--- src/rtl/ebarb_pkg.sv ---
package ebarb_pkg;

    // Arbiter-mode states
    typedef enum logic [1:0] {
        H_PARK  = 2'd0,
        H_OWN   = 2'd1,
        H_GRANT = 2'd2,
        H_EXT   = 2'd3
    } host_st_e;

    // Requester-mode states
    typedef enum logic [1:0] {
        Q_IDLE = 2'd0,
        Q_REQ  = 2'd1,
        Q_OWN  = 2'd2
    } req_st_e;

    // Active-high control bundle before pin inversion
    typedef struct packed {
        logic req;
        logic grant;
        logic busy;
        logic own;
    } bus_ctl_t;

    localparam bus_ctl_t CTL_NONE = '0;

    function automatic logic qual_grant(input logic gnt_n, input logic bsy_n);
        return !gnt_n && bsy_n;
    endfunction

endpackage

--- src/rtl/ebarb_host_fsm.sv ---
module ebarb_host_fsm
    import ebarb_pkg::*;
(
    input  logic     clk,
    input  logic     clr,
    input  logic     ext_req,
    input  logic     ext_busy,
    input  logic     int_req,
    input  logic     int_done,
    output bus_ctl_t ctl_nxt,
    output logic     ext_tenure
);

    host_st_e state, state_nxt;

    always_comb begin
        state_nxt = state;
        case (state)
            H_PARK: begin
                if (int_req)      state_nxt = H_OWN;
                else if (ext_req) state_nxt = H_GRANT;
            end
            H_OWN: begin
                if (int_done) state_nxt = ext_req ? H_GRANT : H_PARK;
            end
            H_GRANT: begin
                if (ext_busy)     state_nxt = H_EXT;
                else if (!ext_req) state_nxt = H_PARK;
            end
            H_EXT: begin
                if (!ext_busy) state_nxt = H_PARK;
            end
            default: state_nxt = H_PARK;
        endcase
    end

    always_ff @(posedge clk) begin
        if (clr) state <= H_PARK;
        else     state <= state_nxt;
    end

    always_comb begin
        ctl_nxt       = CTL_NONE;
        ctl_nxt.grant = (state_nxt == H_GRANT);
        ctl_nxt.busy  = (state_nxt == H_OWN);
        ctl_nxt.own   = (state_nxt == H_OWN);
    end

    assign ext_tenure = (state == H_GRANT) || (state == H_EXT);

    // pending external request wins at the end of an on-chip tenure
    a_r5_no_starve: assert property (@(posedge clk) disable iff (clr)
        (state == H_OWN && int_done && ext_req) |=> (state == H_GRANT));

    // a granted master that takes busy moves the arbiter to the tenure state
    a_r4_take_busy: assert property (@(posedge clk) disable iff (clr)
        (state == H_GRANT && ext_busy) |=> (state == H_EXT));

endmodule

--- src/rtl/ebarb_req_fsm.sv ---
module ebarb_req_fsm
    import ebarb_pkg::*;
(
    input  logic     clk,
    input  logic     clr,
    input  logic     int_req,
    input  logic     int_done,
    input  logic     qgrant,
    output bus_ctl_t ctl_nxt
);

    req_st_e state, state_nxt;

    always_comb begin
        state_nxt = state;
        case (state)
            Q_IDLE: if (int_req) state_nxt = qgrant ? Q_OWN : Q_REQ;
            Q_REQ:  if (qgrant)  state_nxt = Q_OWN;
            Q_OWN:  if (int_done) state_nxt = Q_IDLE;
            default: state_nxt = Q_IDLE;
        endcase
    end

    always_ff @(posedge clk) begin
        if (clr) state <= Q_IDLE;
        else     state <= state_nxt;
    end

    always_comb begin
        ctl_nxt      = CTL_NONE;
        ctl_nxt.req  = (state_nxt == Q_REQ);
        ctl_nxt.busy = (state_nxt == Q_OWN);
        ctl_nxt.own  = (state_nxt == Q_OWN);
    end

    // while requesting, ownership is taken only on a qualified grant
    a_r6_wait_grant: assert property (@(posedge clk) disable iff (clr)
        (state == Q_REQ && !qgrant) |=> (state == Q_REQ));

endmodule

--- src/rtl/ebarb_strobe.sv ---
module ebarb_strobe (
    input  logic clk,
    input  logic rst,
    input  logic own_q,
    input  logic int_start,
    input  logic int_done,
    input  logic ext_tenure,
    input  logic ext_busy,
    input  logic ext_start,
    input  logic ext_burst,
    input  logic ext_hit_int,
    output logic sts_n,
    output logic bi_n
);

    logic ext_owner;
    assign ext_owner = ext_tenure && ext_busy;

    always_ff @(posedge clk) begin
        if (rst) sts_n <= 1'b1;
        else     sts_n <= !(int_start && own_q && !int_done);
    end

    always_ff @(posedge clk) begin
        if (rst || !ext_owner) bi_n <= 1'b1;
        else if (ext_start)    bi_n <= !(ext_burst && ext_hit_int);
    end

    // the start strobe is a single-cycle pulse
    a_r9_sts_pulse: assert property (@(posedge clk) disable iff (rst)
        !sts_n |=> sts_n);

    // inhibit only during an external tenure
    a_r10_bi_ext_only: assert property (@(posedge clk) disable iff (rst)
        !ext_owner |=> bi_n);

endmodule

--- src/rtl/ebarb_top.sv ---
module ebarb_top
    import ebarb_pkg::*;
(
    input  logic clk,
    input  logic rst,
    input  logic arb_mode,
    input  logic int_req,
    input  logic int_done,
    input  logic int_start,
    output logic int_own,
    input  logic req_in_n,
    output logic req_out_n,
    input  logic grant_in_n,
    output logic grant_out_n,
    input  logic busy_in_n,
    output logic busy_out_n,
    input  logic ext_sts_n,
    input  logic ext_burst,
    input  logic ext_hit_int,
    output logic sts_out_n,
    output logic bi_out_n
);

    bus_ctl_t host_ctl, req_ctl, sel_ctl;
    logic     ext_tenure;

    ebarb_host_fsm u_host (
        .clk        (clk),
        .clr        (rst || !arb_mode),
        .ext_req    (!req_in_n),
        .ext_busy   (!busy_in_n),
        .int_req    (int_req),
        .int_done   (int_done),
        .ctl_nxt    (host_ctl),
        .ext_tenure (ext_tenure)
    );

    ebarb_req_fsm u_req (
        .clk      (clk),
        .clr      (rst || arb_mode),
        .int_req  (int_req),
        .int_done (int_done),
        .qgrant   (qual_grant(grant_in_n, busy_in_n)),
        .ctl_nxt  (req_ctl)
    );

    assign sel_ctl = arb_mode ? host_ctl : req_ctl;

    always_ff @(posedge clk) begin
        if (rst) begin
            req_out_n   <= 1'b1;
            grant_out_n <= 1'b1;
            busy_out_n  <= 1'b1;
            int_own     <= 1'b0;
        end else begin
            req_out_n   <= !sel_ctl.req;
            grant_out_n <= !sel_ctl.grant;
            busy_out_n  <= !sel_ctl.busy;
            int_own     <= sel_ctl.own;
        end
    end

    ebarb_strobe u_strobe (
        .clk         (clk),
        .rst         (rst),
        .own_q       (int_own),
        .int_start   (int_start),
        .int_done    (int_done),
        .ext_tenure  (ext_tenure),
        .ext_busy    (!busy_in_n),
        .ext_start   (!ext_sts_n),
        .ext_burst   (ext_burst),
        .ext_hit_int (ext_hit_int),
        .sts_n       (sts_out_n),
        .bi_n        (bi_out_n)
    );

    // never grant and drive busy at once
    a_r3_no_grant_with_busy: assert property (@(posedge clk) disable iff (rst)
        !(!grant_out_n && !busy_out_n));

    // grant withdrawn after the external master takes busy
    a_r4_grant_drop: assert property (@(posedge clk) disable iff (rst)
        (arb_mode && !grant_out_n && !busy_in_n) |=> grant_out_n);

    // in requester mode busy only follows a qualified grant
    a_r7_busy_after_qgrant: assert property (@(posedge clk) disable iff (rst)
        (!arb_mode && $fell(busy_out_n)) |-> $past(!grant_in_n && busy_in_n));

    // pins unused by the current mode stay negated
    a_r11_mode_pins: assert property (@(posedge clk) disable iff (rst)
        arb_mode ? req_out_n : grant_out_n);

    // start strobe only by the bus owner
    a_r9_sts_owner: assert property (@(posedge clk) disable iff (rst)
        !sts_out_n |-> !busy_out_n);

endmodule

--- config.mk ---
export PLATFORM = sky130hd
export DESIGN_NAME = ebarb_top
export DESIGN_NICKNAME = d
export VERILOG_FILES = /design/src/rtl/ebarb_pkg.sv /design/src/rtl/ebarb_host_fsm.sv /design/src/rtl/ebarb_req_fsm.sv /design/src/rtl/ebarb_strobe.sv /design/src/rtl/ebarb_top.sv
export SDC_FILE = /design/constraint.sdc
export NUM_CORES = 1
export LEC_CHECK = 0
export BUFFER_PORTS_ARGS = -buffer_cell sky130_fd_sc_hd__buf_2
export CORE_AREA = 2 2 39 41
export CTS_CLUSTER_DIAMETER = 50
export DETAILED_ROUTE_END_ITERATION = 10
export DIE_AREA = 0 0 41 43
export GPL_ROUTABILITY_DRIVEN = 0
export HOLD_SLACK_MARGIN = 0.06
export PLACE_DENSITY = 0.49
export SLEW_MARGIN = 20
export SYNTH_ARGS = -nofsm -noshare
export SYNTH_HDL_FRONTEND = slang
export SYNTH_SLANG_ARGS = --single-unit
--- constraint.sdc ---
create_clock -name clk -period 1.75 [get_ports clk]
set_clock_uncertainty 0.2 [all_clocks]
set_input_delay 0.0875 -clock clk [delete_from_list [all_inputs] [get_ports clk]]
set_output_delay 0.0875 -clock clk [all_outputs]
set_load 0.02 [all_outputs]
==> run_results.csv, run 1 <==
group,metric,value,unit
logic_synthesis,synth_cell_type_count,15,
sta,rsz0062_at_grt,"no",
finish,area_growth,75.78,%
pwr,vdd_ir_drop_max,0.0002998,V
critical_path,slowest_stage,"dlygate4sd3_1",
grt,grt_pass1_wl,1.283,mm
drt,first_pass_iters,2,
critical_path,end_kind,"flip-flop",
floorplanning,fp.dieW,41,um
drt,routedWlPerCell,9.488,um
pwr,p_leak,0.0002706,uW
finish,nNetsFinal,84,
logic_synthesis,synthCells,36,
grt,grt_usage,10.98,%
pwr,switching_share,23.91,%
worst_hold_path,hold_path_depth,4,
critical_path,crit_buf_inv,1,
placed_design,preCtsSetupSlack,0.4717,ns
sta,setup_viol,0,
logic_synthesis,yosys_register_bits,10,
drt,post-route-drc-count,0,
sta,hold_slack,0.09795,ns
clocking,cts_tree,"built",
sta,worstMarginPinSlew,0.4546,ns
grt,grt_max_degree,6,
logic_synthesis,seq_area_frac_synth,55.36,%
finish,drive_gt1_share,32.86,%
pwr,intPower,360.9,uW
logic_synthesis,netlist_area,361.6,um^2
critical_path,arrival,1.71,ns
floorplanning,dieHeight,43,um
floorplanning,fp.dieArea,0.001763,mm^2
floorplanning,io-pin-count,18,
logic_synthesis,synth_top_cell_by_area,"dfxtp_1",
grt,grt_pass1_vias,347,
placed_design,io_buffers,17,
critical_path,critPathMaxFanout,4,
pwr,p_seq_share,50.8,%
critical_path,cpPeakStageDelay,0.55,ns
flow_run,cap_violations,0,
logic_synthesis,synth_nets,48,
logic_synthesis,yosys_warnings,0,
logic_synthesis,yosysMostFrequentCell,"dfxtp_1",
logic_synthesis,synth_area_leaders,"dfxtp_1 (55%), nand2b_1 (8.7%), a211o_1 (4.8%)",
logic_synthesis,synth_top_area_share,55.36,%
worst_hold_path,hp-start,"int_done",
sta,hold_violations,0,
clocking,clkLatencyLatePin,0.26,ns
logic_synthesis,synthArstFlopShare,0,%
critical_path,r2r_slack,0.05,ns
critical_path,r2r_start,"u_host.state[1]",
clocking,clock-sinks,10,
grt,antenna_found_initial,0,
clocking,postCtsSetupRepairBufs,0,
clocking,clock_path_buffers,2,
worst_hold_path,min_to,"grant_out_n",
floorplanning,coreArea,0.001384,mm^2
sta,setup_tns,0,ns
critical_path,critPathRequiredTime,1.75,ns
drt,via_per_inst,4.535,
critical_path,path_cells,"nand2b_1 > a211o_1 > a21oi_2 > dlygate4sd3_1",
logic_synthesis,synth_area_per_cell,10.04,um^2
placed_design,dp_hpwl,576.7,um
clocking,root_buffer,"clkbuf_4",
floorplanning,fp-row-count,14,
sta,fmax,0.5873,GHz
pwr,p_total,474.3,uW
grt,grt_overflow_total,0,
sta,slew_headroom,69.37,%
sta,fin_ws,0.04717,ns
pwr,clock_power_share,33.1,%
floorplanning,start_util,26.13,%
pwr,p_per_area,746.2,mW/mm^2
pwr,p_sw,113.4,uW
clocking,ctsHtreeMaxLevel,1,
critical_path,r2r-end,"u_host.state[1]",
drt,num_vias,390,
drt,totalWireLength,816,um
clocking,clk_pin_slew_worst_paths,0.06,ns
logic_synthesis,synthTopCellsByCount,"dfxtp_1 (10), nand2b_1 (5), nor2_1 (4)",
critical_path,crit_family,"buffers and inverters",
critical_path,criticalPathCategory,"flip-flop to flip-flop",
finish,diodes,0,
logic_synthesis,synth-edff-count,0,
worst_hold_path,hold_class,"input pin to flip-flop",
logic_synthesis,synth_ff_type,"dfxtp_1",
critical_path,worst-r2r-cell-count,4,
outcome,status,"completed",
sta,finalCritPeriodShare,97.30,%
critical_path,critPathLaunchType,"flip-flop",
sta,drv_slew,0,
drt,first_iter_violations,2,
pwr,combPwrFrac,16.1,%
clocking,cts_inserted_buffers,3,
sta,finalCriticalPeriod,1.703,ns
drt,detail-route-antenna-nets,0,
-- area by class of cell --
| class | count | area (um^2) |
|---|---|---|
| timing repair buffer | 31 | 225.2 |
| sequential | 10 | 202.7 |
| tap | 16 | 20.02 |
| clock buffer | 3 | 22.52 |
| fill | 142 | 748.2 |
| multi-input combinational | 26 | 165.2 |
-- worst reg2reg max path: stages, from the launching register on --
cell	delay (ns)
dfxtp_2	0.33
nand2b_1	0.14
a211o_1	0.28
a21oi_2	0.14
dlygate4sd3_1	0.55
-- worst max path at each step --
| stage | cells after the start | from | endpoint | slack (ns) |
|---|---|---|---|---|
| global route | 5 | rst | u_host.state[0] | 0.005 |
| detailed placement | 3 | u_host.state[1] | grant_out_n | 0.47 |
| finish | 4 | u_host.state[1] | u_host.state[1] | 0.05 |
| global placement | 3 | u_host.state[1] | grant_out_n | 0.46 |
| CTS | 4 | u_host.state[1] | u_host.state[1] | 0.02 |
| floorplan | 3 | u_host.state[1] | grant_out_n | 0.53 |
-- power groups by stage --
stage | sequential, uW | combinational [uW] | clock (uW)
2_1_floorplan | 252 | 23.0 | 0
3_3_place_gp | 246 | 53.1 | 0
3_5_place_dp | 246 | 53.2 | 0
4_1_cts | 241 | 75.0 | 160
5_1_grt | 242 | 84.1 | 175
6_report | 241 | 76.1 | 157
-- kinds of logic (layout without fill, tap and decap cells) --
| kind of cell | after synthesis | in the layout | synth area share, % |
|---|---|---|---|
| flops | 10 | 10 | 55.36 |
| compound gates | 8 | 8 | 15.92 |
| simple gates | 17 | 17 | 25.95 |
| buf+inv | 0 | 34 | 0 |
| mux | 1 | 1 | 2.768 |
-- routing by layer --
metal  share of wire [%]  routed length, um  vias to the layer above  track usage [%]
met5                   0                  0                        -                0
met4                 2.1                 17                        0            8.000
met3                 7.0                 57                        2            3.141
met2                  47                380                       14            16.56
met1                  44                361                      177            12.34
li1                    -                  -                      197                -
-- layout by cell type (no fill, tap or decap) --
cell type      instances
dfxtp_2                2
a21oi_2                1
nand2b_1               5
nand4bb_1              1
o221ai_1               1
buf_2                 17
a21oi_1                1
nor3_1                 1
o21ai_0                2
dlygate4sd3_1         14
nor3b_1                1
nor2b_1                1
nand3_1                2
clkbuf_4               3
nand2_1                2
o221a_1                1
nor2_1                 4
dfxtp_1                8
mux2i_1                1
a211o_1                2
-- metrics by stage --
step / instance area (um^2) / utilization [%] / std cells
after detailed placement: 466.7 / 33.73 / 69
after global routing: 635.6 / 45.93 / 86
after floorplan: 361.6 / - / 36
after CTS: 629.4 / 45.48 / 86
after global placement: 466.7 / 33.73 / 69
final: 635.6 / 45.93 / 86
-- registers in the layout (all words and copies together), names as in the netlist --
| signal | cells |
|---|---|
| busy_out_n | 1 |
| grant_out_n | 1 |
| int_own | 1 |
| req_out_n | 1 |
| u_host.state | 2 |
| u_req.state | 2 |
| u_strobe.bi_n | 1 |
| u_strobe.sts_n | 1 |
-- what timing repair did --
| item | CTS | global route |
|---|---|---|
| resized for setup | 0 | 3 |
| endpoints found under the setup margin | 0 | 1 |
| endpoints found under the hold margin | 10 | 0 |
| hold buffers | 14 | 0 |
Power figures use the tool's default switching activity.
==> inputs of run 2 (changes only) <==
--- a/config.mk
+++ b/config.mk
@@ -6,14 +6,15 @@
 export NUM_CORES = 1
 export LEC_CHECK = 0
 export BUFFER_PORTS_ARGS = -buffer_cell sky130_fd_sc_hd__buf_2
-export CORE_AREA = 2 2 39 41
+export CORE_MARGIN = 2
+export CORE_UTILIZATION = 35
 export CTS_CLUSTER_DIAMETER = 50
 export DETAILED_ROUTE_END_ITERATION = 10
-export DIE_AREA = 0 0 41 43
 export GPL_ROUTABILITY_DRIVEN = 0
 export HOLD_SLACK_MARGIN = 0.06
-export PLACE_DENSITY = 0.49
+export PLACE_DENSITY = 0.56
 export SLEW_MARGIN = 20
 export SYNTH_ARGS = -nofsm -noshare
 export SYNTH_HDL_FRONTEND = slang
+export SYNTH_HIERARCHICAL = 1
 export SYNTH_SLANG_ARGS = --single-unit
==> run 2 against run 1 <==
  * Die area is 1.9% higher
  * Routed wire length increased by 29%
  * Synthesized cell count is 61% higher
  * Cell area grew 14%
  * Clock-buffer cell count unchanged
  * Sequential share of layout area down 4.1 points
  * Power up 3.1%
  * Critical path type is now input pin to flip-flop
  * Critical endpoint is now u_host/state[0]
==> run_results.csv, run 2 <==
group,metric,value,unit
floorplanning,fp-row-count,13,
logic_synthesis,synthTopCellsByCount,"dfxtp_1 (10), nor2_1 (5), buf_4 (4), inv_1 (4), mux2i_1 (4)",
clocking,postCtsSetupRepairBufs,0,
grt,grt_usage,13.26,%
drt,num_vias,438,
critical_path,cpPeakStageDelay,0.56,ns
logic_synthesis,yosys_register_bits,10,
critical_path,critPathRequiredTime,1.75,ns
drt,first_pass_iters,2,
drt,top_layer,"met4",
grt,antenna_found_initial,0,
finish,regArea,201.4,um^2
critical_path,arrival,1.72,ns
critical_path,critPathLaunchType,"input pin",
critical_path,end_kind,"flip-flop",
sta,drv_slew,0,
sta,hold_violations,0,
finish,drive_gt1_share,35.71,%
grt,grt_overflow_total,0,
finish,nFillCells,122,
critical_path,slowest_stage,"dlygate4sd3_1",
logic_synthesis,seq_area_frac_synth,38.83,%
clocking,clkLatencyLatePin,0.26,ns
finish,area_growth,40.78,%
floorplanning,start_util,38.65,%
grt,grt_max_degree,9,
sta,finalCritPeriodShare,98.60,%
worst_hold_path,min_to,"u_host/state[1]",
finish,multiInputGateArea,260.3,um^2
critical_path,criticalPathCategory,"input pin to flip-flop",
drt,post-route-drc-count,0,
pwr,vdd_ir_drop_max,0.0004766,V
logic_synthesis,synth_cell_type_count,30,
clocking,cts_inserted_buffers,3,
critical_path,cpMostUsedCell,"dlygate4sd3_1",
drt,detail-route-antenna-nets,0,
drt,via_per_inst,4.424,
worst_hold_path,hold_class,"input pin to flip-flop",
critical_path,r2r_slack,0.09,ns
placed_design,io_buffers,17,
logic_synthesis,synth_area_leaders,"dfxtp_1 (39%), mux2i_1 (7.8%), buf_4 (5.8%)",
floorplanning,fp.dieW,42.38,um
logic_synthesis,synth_nets,70,
floorplanning,fp.dieArea,0.001796,mm^2
flow_run,cap_violations,0,
clocking,cts_tree,"built",
sta,setup_viol,0,
floorplanning,io-pin-count,18,
logic_synthesis,synth_top_area_share,38.83,%
sta,finalCriticalPeriod,1.726,ns
clocking,clock_path_buffers,2,
floorplanning,dieHeight,42.38,um
finish,biggestRegsByFlops,"u_host/state x2, u_req/state x2",
clocking,clock-sinks,10,
finish,nNetsFinal,98,
sta,fmax,0.5795,GHz
logic_synthesis,netlist_area,515.5,um^2
outcome,status,"completed",
finish,diodes,0,
logic_synthesis,synth_top_cell_by_area,"dfxtp_1",
sta,hold_slack,0.1401,ns
logic_synthesis,yosys_warnings,6,
critical_path,path_cells,"dlygate4sd3_1 > buf_2 > or2b_1 > a21oi_2 > dlygate4sd3_1",
clocking,root_buffer,"clkbuf_4",
critical_path,r2r_start,"u_host/state[0]",
finish,layout_common_cells,"buf_2 (16), dlygate4sd3_1 (12), dfxtp_1 (9)",
critical_path,r2r-end,"u_host/state[0]",
critical_path,critPathMaxFanout,8,
drt,routed-wl-met3,84,um
worst_hold_path,hold_path_depth,4,
logic_synthesis,synth_area_per_cell,8.888,um^2
pwr,p_per_area,673.6,mW/mm^2
floorplanning,coreArea,0.001334,mm^2
sta,setup_tns,0,ns
clocking,clk_pin_slew_worst_paths,0.06,ns
logic_synthesis,yosysMostFrequentCell,"dfxtp_1",
logic_synthesis,synthCells,58,
drt,first_iter_violations,6,
sta,rsz0062_at_grt,"no",
logic_synthesis,synthArstFlopShare,0,%
drt,met2WireLength,470,um
logic_synthesis,synth_ff_type,"dfxtp_1",
grt,grt_pass1_wl,1.752,mm
finish,final_common_cell,"buf_2",
critical_path,worst-r2r-cell-count,4,
grt,grt_pass1_vias,443,
drt,wl_met1,489,um
worst_hold_path,hp-start,"int_done",
drt,totalWireLength,1.051,mm
pwr,p_leak,0.0003373,uW
placed_design,dp_hpwl,673.1,um
clocking,ctsHtreeMaxLevel,1,
drt,routedWlPerCell,10.62,um
logic_synthesis,synth-edff-count,0,
==> run 2: cell count changes in the layout (fill, tap and decap cells not counted), moves of 2 or more <==
cell / delta
mux2i_1: +3
a211o_1: -2
nand2b_1: -2
inv_1: +3
or2_1: +3
dlygate4sd3_1: -2
conb_1: +2
==> run 2: logic make-up (layout without fill, tap and decap cells) <==
kind of cell | count (synthesis) | count (layout) | synth area share (%)
other | 2 | 2 | 1.457
AOI/OAI and AO/OA | 8 | 8 | 10.68
buffers and inverters | 10 | 36 | 12.62
and+or+nand+nor | 24 | 24 | 28.64
DFF | 10 | 10 | 38.83
muxes | 4 | 4 | 7.767
==> run 2: worst max-delay path, delay by kind of cell <==
| kind | cells | cell delay [ns] |
|---|---|---|
| buffers and inverters | 3 | 1.25 |
| AO/OA/AOI/OAI | 1 | 0.12 |
| AND/OR/NAND/NOR | 1 | 0.25 |
==> run 2: stage by stage <==
stage	area, um^2	instances	util (%)	worst slack [ns]	total power [uW]
final	725.7	99	54.41	0.02450	488.9
after global placement	569.3	84	42.68	0.3610	320.9
after floorplan	515.5	58	-	0.4044	305.0
after detailed placement	569.3	84	42.68	0.3679	321.0
after CTS	721.9	100	54.13	0.04484	494.0
after global routing	725.7	99	54.41	0.008332	520.1
==> run 2: power by group <==
group	total [uW]	leakage (uW)	switching (uW)	internal [uW]
Combinational	96.0	0.000241	42.2	53.8
Sequential	244	0.0000824	5.58	238
Clock	149	0.0000138	70.1	79.0
==> run 2: routing by layer <==
layer  GRT usage [%]  up-vias
met5               0        -
met4           3.750        0
met3           8.621        2
met2           21.23       15
met1           14.32      182
li1                -      239
==> run 2: area by class of cell <==
type,count,area share (%)
clock buffers,3,3.103
flip-flops and latches,10,27.76
repair buffers,29,28.62
multi-input cells,38,35.86
well taps,15,2.586
inverters,4,2.069
==> run 2: how the worst max path moves through the flow <==
stage | from | to | slack, ns | cells past startpoint
4_1_cts | arb_mode | u_host/state[0] | 0.04 | 5
3_3_place_gp | u_host/state[1] | grant_out_n | 0.36 | 5
6_report | rst | u_host/state[0] | 0.02 | 5
3_5_place_dp | u_host/state[1] | grant_out_n | 0.37 | 5
2_1_floorplan | u_host/state[0] | busy_out_n | 0.40 | 6
5_1_grt | rst | u_host/state[0] | 0.008 | 5
==> run 2: timing repair <==
| action | in CTS | in global routing |
|---|---|---|
| endpoints found under the hold margin | 9 | 0 |
| hold buffers | 13 | 0 |
| endpoints found under the setup margin | 0 | 2 |
| resized for setup | 0 | 6 |
==> inputs of run 3 (changes only) <==
==> constraint.sdc (replaced) <==
create_clock -name clk -period 1.85 [get_ports clk]
set_clock_uncertainty 0.2 [all_clocks]
set_input_delay 0.0925 -clock clk [delete_from_list [all_inputs] [get_ports clk]]
set_output_delay 0.0925 -clock clk [all_outputs]
set_load 0.02 [all_outputs]
==> run 3 against run 2 <==
  * Routed wire length shrank 9.2%
  * Sequential power shrank 6%
  * Clock-buffer cell count grew 1
  * Via count grew 2.1%
  * Largest cell class unchanged
  * Sequential share of layout area shrank 0.17 points
  * First-iteration DRC count shrank 17%
  * Hold slack lost 0.068 ns
  * Register-to-register slack gained 0.07 ns
  * Critical path depth grew 3
  * Die area is the same
==> run_results.csv, run 3 (same netlist as run 2, synthesis figures left out) <==
group,metric,value,unit
floorplanning,dieHeight,42.38,um
grt,grt_usage,11.85,%
critical_path,arrival,1.71,ns
critical_path,slowest_stage,"dlygate4sd3_1",
critical_path,r2r_slack,0.16,ns
placed_design,io_buffers,17,
sta,rsz0062_at_grt,"no",
floorplanning,fp-row-count,13,
finish,nNetsFinal,98,
clocking,clock-sinks,10,
worst_hold_path,hold_class,"input pin to flip-flop",
critical_path,r2r_start,"u_host/state[0]",
pwr,p_per_area,702.2,mW/mm^2
clocking,clkLatencyLatePin,0.26,ns
sta,hold_slack,0.07260,ns
drt,first_pass_iters,2,
sta,finalCriticalPeriod,1.751,ns
clocking,ctsHtreeMaxLevel,1,
clocking,clk_pin_slew_worst_paths,0.07,ns
clocking,root_buffer,"clkbuf_4",
pwr,p_sw,116.1,uW
finish,biggestRegsByFlops,"u_host/state x2, u_req/state x2",
worst_hold_path,hp-start,"int_done",
pwr,combPwrFrac,17.1,%
drt,totalWireLength,954,um
critical_path,cpPeakStageDelay,0.54,ns
floorplanning,io-pin-count,18,
finish,final_common_cell,"buf_2",
grt,antenna_found_initial,0,
drt,first_iter_violations,5,
finish,area_growth,40.78,%
floorplanning,fp.dieArea,0.001796,mm^2
drt,detail-route-antenna-nets,0,
sta,fmax,0.5710,GHz
pwr,clock_power_share,37.8,%
sta,hold_violations,0,
placed_design,dp_hpwl,676.9,um
critical_path,r2r-end,"int_own",
pwr,p_leak,0.0003415,uW
finish,layout_common_cells,"buf_2 (17), dlygate4sd3_1 (12), dfxtp_1 (10)",
drt,via_per_inst,4.470,
sta,finalCritPeriodShare,94.66,%
critical_path,path_cells,"dlygate4sd3_1 > buf_2 > nand2b_1 > a21o_2 > inv_1 > mux2i_1 > nor2_1 > dlygate4sd3_1",
floorplanning,start_util,38.65,%
critical_path,crit_family,"buffers and inverters",
floorplanning,coreArea,0.001334,mm^2
grt,grt_pass1_wl,1.531,mm
floorplanning,fp.dieW,42.38,um
grt,grt_max_degree,9,
grt,grt_overflow_total,0,
pwr,p_total,509.6,uW
drt,routedWlPerCell,9.540,um
worst_hold_path,min_to,"u_host/state[0]",
outcome,status,"completed",
critical_path,criticalPathCategory,"input pin to flip-flop",
critical_path,crit_buf_inv,4,
grt,grt_pass1_vias,389,
flow_run,cap_violations,0,
critical_path,critPathMaxFanout,4,
sta,drv_slew,0,
finish,nFillCells,135,
sta,setup_tns,0,ns
critical_path,cpMostUsedCell,"dlygate4sd3_1",
pwr,intPower,393.4,uW
pwr,p_seq_share,45.1,%
finish,diodes,0,
clocking,cts_tree,"built",
critical_path,end_kind,"flip-flop",
finish,drive_gt1_share,31.76,%
sta,setup_viol,0,
clocking,clock_path_buffers,2,
critical_path,worst-r2r-cell-count,6,
critical_path,critPathRequiredTime,1.81,ns
drt,num_vias,447,
drt,post-route-drc-count,0,
critical_path,critPathLaunchType,"input pin",
clocking,cts_inserted_buffers,3,
worst_hold_path,hold_path_depth,4,
pwr,vdd_ir_drop_max,0.0004520,V
pwr,switching_share,22.79,%
## run 3: cell count changes in the layout (fill, tap and decap cells not counted), sizes merged
cell    delta
clkbuf     +1
## run 3: layer usage
metal	up-vias	GRT usage, %	share of wire (%)
met5	-	0	0
met4	0	5.625	0
met3	0	8.190	8.4
met2	15	17.23	42
met1	192	13.02	50
li1	240	-	-
## run 3: power groups by stage
stage                     registers (uW)  clock network, uW  logic (uW)
after floorplan                      242                  0        46.2
after global placement               235                  0        69.0
after detailed placement             235                  0        69.3
after CTS                            230                202        87.6
after global routing                 231                216        96.4
final                                230                193        87.1
## run 3: repair_timing
item / in CTS / in global routing
setup endpoints to repair: 0 / 1
hold endpoints to repair: 9 / 0
gates resized for setup: 0 / 1
hold buffers: 12 / 0
setup buffers: 0 / 0
## run 3: cell type report
class,instances,area [um^2],area share [%]
Clock buffer,4,36.28,5.000
Timing Repair Buffer,29,205.2,28.28
Multi-Input combinational cell,38,250.2,34.48
Sequential cell,10,200.2,27.59
Inverter,4,15.01,2.069
Tap cell,15,18.77,2.586
## run 3: worst reg2reg max path, delay by kind of cell, from the launching register on
family | cells | cell delay (ns)
muxes | 1 | 0.06
buffers and inverters | 2 | 0.61
DFF | 1 | 0.34
AOI/OAI and AO/OA | 1 | 0.22
and+or+nand+nor | 2 | 0.23
## run 3: per-stage QoR
step / util (%) / cells / setup slack (ns) / cell area (um^2)
2_1_floorplan: - / 58 / 0.5044 / 515.5
3_3_place_gp: 42.68 / 84 / 0.4525 / 569.3
3_5_place_dp: 42.68 / 84 / 0.4637 / 569.3
4_1_cts: 54.41 / 100 / 0.06012 / 725.7
5_1_grt: 54.41 / 100 / 0.02301 / 725.7
6_report: 54.41 / 100 / 0.09871 / 725.7
## run 3: worst max-delay path by stage
stage                     from          end  slack, ns  depth (start not counted)
3_5_place_dp   u_host/state[1]  grant_out_n       0.46                          5
5_1_grt                int_req      int_own       0.02                          7
4_1_cts                int_req      int_own       0.06                          7
6_report               int_req      int_own        0.1                          8
3_3_place_gp   u_host/state[1]  grant_out_n       0.45                          5
2_1_floorplan  u_host/state[0]   busy_out_n       0.50                          6
